==> src/rtl/col_mf_bank.sv <==
module col_mf_bank #(
  parameter int W      = 8,
  parameter int N_SAMP = 16,
  parameter int N_COL  = 8,
  parameter int SHARE  = 2,
  localparam int LANES = N_COL / SHARE,
  localparam int SW    = (N_SAMP > 1) ? $clog2(N_SAMP) : 1,
  localparam int CW    = (N_COL > 1) ? $clog2(N_COL) : 1,
  localparam int AW    = 2 * W + $clog2(N_SAMP),
  localparam int DEPTH = SHARE * N_SAMP,
  localparam int DW    = (DEPTH > 1) ? $clog2(DEPTH) : 1,
  localparam int UW    = (SHARE > 1) ? $clog2(SHARE) : 1
) (
  input  logic                  clk,
  input  logic                  rst_n,
  input  logic                  sig_we,
  input  logic [CW-1:0]         sig_col,
  input  logic [SW-1:0]         sig_idx,
  input  logic signed [W-1:0]   sig_val,
  input  logic                  rx_we,
  input  logic [SW-1:0]         rx_idx,
  input  logic signed [W-1:0]   rx_re,
  input  logic signed [W-1:0]   rx_im,
  input  logic                  start,
  output logic                  busy,
  output logic                  done,
  output logic [N_COL*AW-1:0]   corr_re,
  output logic [N_COL*AW-1:0]   corr_im
);

  logic             go;
  logic             load_ok;
  logic [31:0]      sig_lane;
  logic [DW-1:0]    sig_addr;
  logic [LANES-1:0] lane_end;
  logic [LANES-1:0] lane_act;

  assign go       = start && !busy;
  assign load_ok  = !busy;
  assign sig_lane = 32'(sig_col) % LANES;
  assign sig_addr = DW'((32'(sig_col) / LANES) * N_SAMP + 32'(sig_idx));

  for (genvar l = 0; l < LANES; l++) begin : g_lane
    logic signed [W-1:0]  smem [DEPTH];
    logic signed [W-1:0]  rmem_re [N_SAMP];
    logic signed [W-1:0]  rmem_im [N_SAMP];
    logic                 run, v1, last1;
    logic [SW-1:0]        cnt;
    logic [UW-1:0]        sub, sub1;
    logic [DW-1:0]        rd_addr;
    logic signed [W-1:0]  s_q, re_q, im_q;
    logic signed [2*W-1:0] p_re, p_im;
    logic signed [AW-1:0] acc_re [SHARE];
    logic signed [AW-1:0] acc_im [SHARE];
    logic                 cnt_end, sub_end;

    assign rd_addr = DW'(32'(sub) * N_SAMP + 32'(cnt));
    assign cnt_end = (32'(cnt) == N_SAMP - 1);
    assign sub_end = (32'(sub) == SHARE - 1);
    assign p_re    = s_q * re_q;
    assign p_im    = s_q * im_q;
    assign lane_end[l] = v1 && last1;
    assign lane_act[l] = v1;

    always_ff @(posedge clk) begin
      if (load_ok && sig_we && sig_lane == l) smem[sig_addr] <= sig_val;
      if (load_ok && rx_we) begin
        rmem_re[rx_idx] <= rx_re;
        rmem_im[rx_idx] <= rx_im;
      end
      s_q  <= smem[rd_addr];
      re_q <= rmem_re[cnt];
      im_q <= rmem_im[cnt];
    end

    always_ff @(posedge clk) begin
      if (!rst_n) begin
        run   <= 1'b0;
        cnt   <= '0;
        sub   <= '0;
        v1    <= 1'b0;
        sub1  <= '0;
        last1 <= 1'b0;
      end else begin
        v1    <= run;
        sub1  <= sub;
        last1 <= run && cnt_end && sub_end;
        if (go) begin
          run <= 1'b1;
          cnt <= '0;
          sub <= '0;
        end else if (run) begin
          if (cnt_end) begin
            cnt <= '0;
            if (sub_end) run <= 1'b0;
            else sub <= sub + 1'b1;
          end else begin
            cnt <= cnt + 1'b1;
          end
        end
      end
    end

    always_ff @(posedge clk) begin
      if (!rst_n || go) begin
        for (int s = 0; s < SHARE; s++) begin
          acc_re[s] <= '0;
          acc_im[s] <= '0;
        end
      end else if (v1) begin
        acc_re[sub1] <= acc_re[sub1] + AW'(p_re);
        acc_im[sub1] <= acc_im[sub1] + AW'(p_im);
      end
    end

    for (genvar s = 0; s < SHARE; s++) begin : g_out
      assign corr_re[(s*LANES+l)*AW +: AW] = acc_re[s];
      assign corr_im[(s*LANES+l)*AW +: AW] = acc_im[s];
    end

    p_cnt_range_r1: assert property (@(posedge clk) disable iff (!rst_n)
      run |-> (32'(cnt) < N_SAMP && 32'(sub) < SHARE));
  end

  always_ff @(posedge clk) begin
    if (!rst_n) begin
      busy <= 1'b0;
      done <= 1'b0;
    end else begin
      done <= &lane_end;
      if (go) busy <= 1'b1;
      else if (&lane_end) busy <= 1'b0;
    end
  end

  p_done_pulse_r4: assert property (@(posedge clk) disable iff (!rst_n)
    done |=> !done);
  p_busy_clear_r5: assert property (@(posedge clk) disable iff (!rst_n)
    done |-> !busy);
  p_busy_set_r5: assert property (@(posedge clk) disable iff (!rst_n)
    (start && !busy) |=> busy);
  p_hold_r7: assert property (@(posedge clk) disable iff (!rst_n)
    (!busy && !start) |=> ($stable(corr_re) && $stable(corr_im)));
  p_lanes_lockstep_r3: assert property (@(posedge clk) disable iff (!rst_n)
    (lane_act == '0) || (&lane_act));

endmodule

==> config.mk <==
export PLATFORM = sky130hd
export DESIGN_NAME = col_mf_bank
export DESIGN_NICKNAME = d
export VERILOG_FILES = /design/src/rtl/col_mf_bank.sv
export SDC_FILE = /design/constraint.sdc
export NUM_CORES = 2
export LEC_CHECK = 0
export BUFFER_PORTS_ARGS = -buffer_cell sky130_fd_sc_hd__buf_2
export CORE_MARGIN = 2
export CORE_UTILIZATION = 63
export DETAILED_ROUTE_END_ITERATION = 7
export GPL_ROUTABILITY_DRIVEN = 0
export GPL_TIMING_DRIVEN = 1
export HOLD_SLACK_MARGIN = 0.15
export PLACE_DENSITY = 0.8
export SLEW_MARGIN = 20
export SYNTH_ARGS = -nofsm -noshare
export SYNTH_HDL_FRONTEND = slang
export SYNTH_SLANG_ARGS = --single-unit
==> constraint.sdc <==
create_clock -name clk -period 8.3 [get_ports clk]
set_clock_uncertainty 0.05 [all_clocks]
set_input_delay 0.83 -clock clk [delete_from_list [all_inputs] [get_ports clk]]
set_output_delay 0.83 -clock clk [all_outputs]
set_load 0.01 [all_outputs]
### Word-level counts from Yosys, hierarchy flattened

Memories as Yosys holds them, arrays and structs flattened. A register that Yosys moved wholly into a read port is not among the register bits.
Cells that the tools add are included.

| storage, ports and cells | value |
|---|---|
| register bits after elaboration | 38 |
| RAM bits | 2,368 |
| input bits | 40 |
| output and inout port bits | 322 |
| logic and storage cells | 203 |
| memories kept | 20 |

| cells by class | value |
|---|---|
| $add $sub $neg | 21 |
| $mul | 8 |
| equality and inequality tests | 7 |
| muxes and demuxes | 82 |
| bitwise operators | 1 |
| reduce and logical (&&, ||, !) cells | 38 |

Memories:

| memory | depth | width | rd ports | clocked after memory_dff | write ports | RTL line | RTL |
|---|---|---|---|---|---|---|---|
| g_lane[0].smem | 32 | 8 | 1 | 1 | 1 | 44 | `logic signed [W-1:0] smem [DEPTH];` |
| g_lane[1].smem | 32 | 8 | 1 | 1 | 1 | 44 |  |
| g_lane[2].smem | 32 | 8 | 1 | 1 | 1 | 44 |  |
| g_lane[3].smem | 32 | 8 | 1 | 1 | 1 | 44 |  |
| g_lane[0].rmem_im | 16 | 8 | 1 | 1 | 1 | 46 | `logic signed [W-1:0] rmem_im [N_SAMP];` |
| g_lane[0].rmem_re | 16 | 8 | 1 | 1 | 1 | 45 | `logic signed [W-1:0] rmem_re [N_SAMP];` |
| 14 more memories | -- | -- | -- | -- | -- | -- |  |

Operator list:

| operator | number |
|---|---|
| $add A20 B16 Y20 | 8 |
| $mux W20 | 8 |
| $reduce_or A20 Y1 | 8 |
| $mul A8 B8 Y16 | 8 |
| $mux W1 | 70 |
| $logic_not A32 Y1 | 1 |
| $add A5 B4 Y5 | 5 |
| $logic_and A1 B1 Y1 | 19 |
| $add A4 B1 Y4 const B | 4 |
| $eq A4 B4 Y1 const B | 4 |
| $mux W4 | 4 |
| $reduce_and A2 Y1 | 4 |
| $add A1 B1 Y1 const B | 4 |
| $eq A2 B2 Y1 const B | 2 |
| $reduce_and A4 Y1 | 1 |
| $eq A2 B1 Y1 const B | 1 |
| $logic_not A1 Y1 | 2 |
| $reduce_bool A2 Y1 | 1 |
| $reduce_or A2 Y1 | 1 |
| $logic_or A1 B1 Y1 | 1 |
| $not A1 Y1 | 1 |

### Longest topological paths before layout

| depth | value |
|---|---|
| word-level depth | 7 |
| mapped depth | 20 |
| mapped depth without buffers | 18 |

### Least setup slack after synthesis

OpenSTA, ideal clock, no wires.

| path | value |
|---|---|
| path kind | reg-to-reg |
| from | register with a tool-made name |
| to | memory g_lane[0].acc_im[0][18] in the netlist's numbering, data pin |
| setup time | 0.266 ns |
| arrival time | 5.693 ns |
| required time | 7.984 ns |
| setup slack | 2.291 ns |
| stages on the path, launching flop included | 21 |
| buffers on the path | 4 |
| clock period less this slack | 6.009 ns |
| cell sequence | dfxtp_1 > clkbuf_1 > clkbuf_1 > buf_1 > mux2i_1 > fa_1 > inv_1 > fa_1 > inv_1 > fa_1 > inv_1 > fa_1 > fa_1 > ha_1 > clkbuf_1 > a21o_1 > a311o_1 > a31o_2 > a211oi_1 > xor2_1 > nor2_1 |

RTL lines:

| element | RTL line | RTL |
|---|---|---|
| end: declaration | 54 | `logic signed [AW-1:0] acc_im [SHARE];` |

==> impl_metrics.csv <==
group,metric,value,unit
outcome,status,"finished, violations left",
outcome,violations,"DRC",
clock_tree,cts_resized,0,
clock_tree,cts_tree,"yes",
detailed_routing,dr.pass1.iters,8,
sta,max_clock_freq,165,MHz
yosys,ys_seq_area_frac,0.510,
detailed_routing,drcViolationCount,14,
layout,final_common_cell,"edfxtp_1",
layout,nNetsFinal,7849,
global_routing,grt_max_degree,101,
floorplanning,initial_core_util,0.636,
yosys,synth_edf_count,1600,
yosys,synth_ff_type,"edfxtp_1",
global_routing,grt_pass1_wl,384000,um
worst_setup_path,cp-end-kind,"register",
placed_design,dp_hpwl,166000,um
yosys,syn-num-nets,7547,
layout,drive_above_1_share,0.205,
power_and_ir_drop,total_power,0.0316,W
worst_hold_path,hold_path.class,"in2reg",
yosys,syn_inst,6431,
placed_design,dp.cells,8619,
clock_tree,cts_max_level,4,
worst_setup_path,cp_slowest_stage_delay,0.75,ns
worst_setup_path,required,8.81,ns
clock_tree,clock_sinks,1738,
floorplanning,rows,145,
placed_design,numPortBuffers,361,
yosys,yosys-top-cells-area,"edfxtp_1, mux4_2, fa_1",
layout,fin_cells,8954,
detailed_routing,routedWlPerCell,28.2,um
floorplanning,dieArea,161000,sq um
yosys,syn_area_per_cell,15.5,sq um
yosys,synth_area,99600,sq um
run,drv_cap,0,
worst_setup_path,start_kind,"register",
detailed_routing,ant_nets,0,
worst_setup_path,cp_common_cell,"fa_1",
clock_tree,cts_setup_buffers,0,
sta,drv_slew,0,
detailed_routing,wirelength,253000,um
global_routing,grt_pass1_vias,60921,
clock_tree,cts-root-buf,"clkbuf_16",
power_and_ir_drop,pwr_density_cell,290,nW/um^2
yosys,ys_seq_elements,1738,
clock_tree,worstSkewPairLatency,0.84,ns
worst_setup_path,critPathMaxFanout,16,
power_and_ir_drop,p_leak,40.7,nW
detailed_routing,vias,58001,
floorplanning,coreArea,157000,sq um
clock_tree,cts_buffers,170,
worst_setup_path,crit_type,"reg2reg",
layout,synthToLayoutAreaGrowth,9.39,%
sta,tightest_slew,1.19,ns
yosys,synth_top_area_frac,0.482,
clock_tree,clkTransAtPathRegs,0.07,ns
global_routing,antenna_found_initial,43,
power_and_ir_drop,ir_drop,0.289,mV
floorplanning,pin_count,362,
global_routing,grt_use_total,0.320,
clock_tree,hold_buffers,0,
sta,fin_tns_setup,0,ns
global_routing,grt_overflow,0,
yosys,ys_types,57,
sta,slew_headroom,0.208,
sta,hold_viol,0,
sta,setup_viol,0,
sta,timing.final.crit_share,0.728,
yosys,async_flop_share,0,
clock_tree,cts_buffer_depth,3,
yosys,yosys.area.top_type,"edfxtp_1",
worst_setup_path,crit_chain,"and2_1 > inv_1 > fa_1 > inv_1 > fa_1 > fa_1 > fa_1 > fa_1 > ha_1 > a2111oi_0 > o21ai_0 > a31o_2 > a21oi_1 > xor2_1 > nor2_1",
floorplanning,die_x,402,um
yosys,ys.warnings.count,0,
worst_setup_path,slowest_stage,"dfxtp_1",
layout,mostFrequentLayoutCells,"edfxtp_1, fa_1, inv_1",
floorplanning,die_h,402,um
detailed_routing,vias_per_cell,6.48,
detailed_routing,drtIter0Drc,6685,
worst_setup_path,critical_path_arrival,6.55,ns
sta,min_period,6.04,ns
sta,rsz0062_at_grt,"no",
path summary, 6_finish.rpt:
kind,startpoint,end,slack [ns],cells past startpoint
max,g_lane[0].s_q[7],g_lane[0].acc_re[0][13],2.26,15
min,rx_im[7],g_lane[2].rmem_im[13][7],0.33,1
max reg2reg,g_lane[0].s_q[7],g_lane[0].acc_re[0][13],2.26,15
min reg2reg,g_lane[0].run,g_lane[0].run,0.54,2
Yosys cell counts, drive strengths merged (17+ instances only):
cell,count
edfxtp,1600
fa,704
inv,666
mux4,640
nor2,462
ha,372
and2,365
nand2,333
clkbuf,159
mux2i,156
dfxtp,138
buf,123
a21oi,120
xnor2,99
xor2,66
o21ai,61
mux2,40
a21o,36
nand2b,25
nand3,23
o21a,22
nor3,21
o21bai,20
and3,18
o211ai,18
a211oi,17
per-layer routing:
layer  vias up  GRT usage  wire [um]  part of all wire
li1      23927          -          -                 -
met1     29919      0.422      89900              0.36
met2      3479      0.524     126000              0.50
met3       642     0.0708      26000              0.10
met4        34      0.125      10900             0.043
met5         -    0.00773        234           0.00093
through the flow:
stage	utilization	hold slack, ns	instance area (sq um)	setup WS, ns
after floorplan	-	0.389	99600	2.29
after global placement	0.660	0.511	103000	2.34
after detailed placement	0.660	0.523	103000	2.31
after CTS	0.695	0.301	109000	2.28
after global routing	0.696	0.335	109000	1.86
final	0.696	0.329	109000	2.26
state kept, by name, indices dropped and copies added, names as in the netlist, named ones only:
register and cells:
g_lane.v1 4, busy 1, g_lane.acc_im 160, g_lane.last1 4, g_lane.s_q 32, g_lane.smem 1024
g_lane.rmem_im 128, g_lane.re_q 32, g_lane.rmem_re 128, g_lane.run 4, g_lane.sub 4, g_lane.sub1 4
done 1, g_lane.im_q 32, g_lane.acc_re 160, g_lane.cnt 16
power breakdown:
| part | switching, W | total [W] | internal (W) |
|---|---|---|---|
| sequential | 0.000236 | 0.0100 | 0.00981 |
| clock | 0.00344 | 0.00774 | 0.00430 |
| combinational | 0.00811 | 0.0138 | 0.00568 |
kinds of logic (layout without fill, tap and decap cells):
group                    Yosys count  count (layout)  share of synthesized area
AO/OA/AOI/OAI                    355             355                     0.0227
XOR/XNOR                         165             165                     0.0145
adder cells (fa/ha/maj)         1076            1076                      0.188
buffers and inverters            957            1399                     0.0379
flip-flops                      1738            1738                      0.510
multiplexers                     836             836                      0.165
other                              0              23                          0
AND/OR/NAND/NOR                 1304            1304                     0.0617
area by class of cell:
class	count	area (sq um)
Sequential cell	1738	50900
Fill cell	9833	47600
Multi-Input combinational cell	3736	45100
Clock buffer	233	4750
Tap cell	2058	2570
Inverter	675	2530
Timing Repair Buffer	412	2240
Clock inverter	79	807
Antenna cell	23	57.6
worst max-delay path, delay by kind of cell (launching register included):
| family | cells | cell delay, ns |
|---|---|---|
| fa+ha+maj | 6 | 2.82 |
| compound gates | 4 | 1.20 |
| flops | 1 | 0.75 |
| buf+inv | 2 | 0.39 |
| simple gates | 2 | 0.32 |
| xor+xnor | 1 | 0.23 |
No activity file was read; power rests on OpenSTA's default activity.
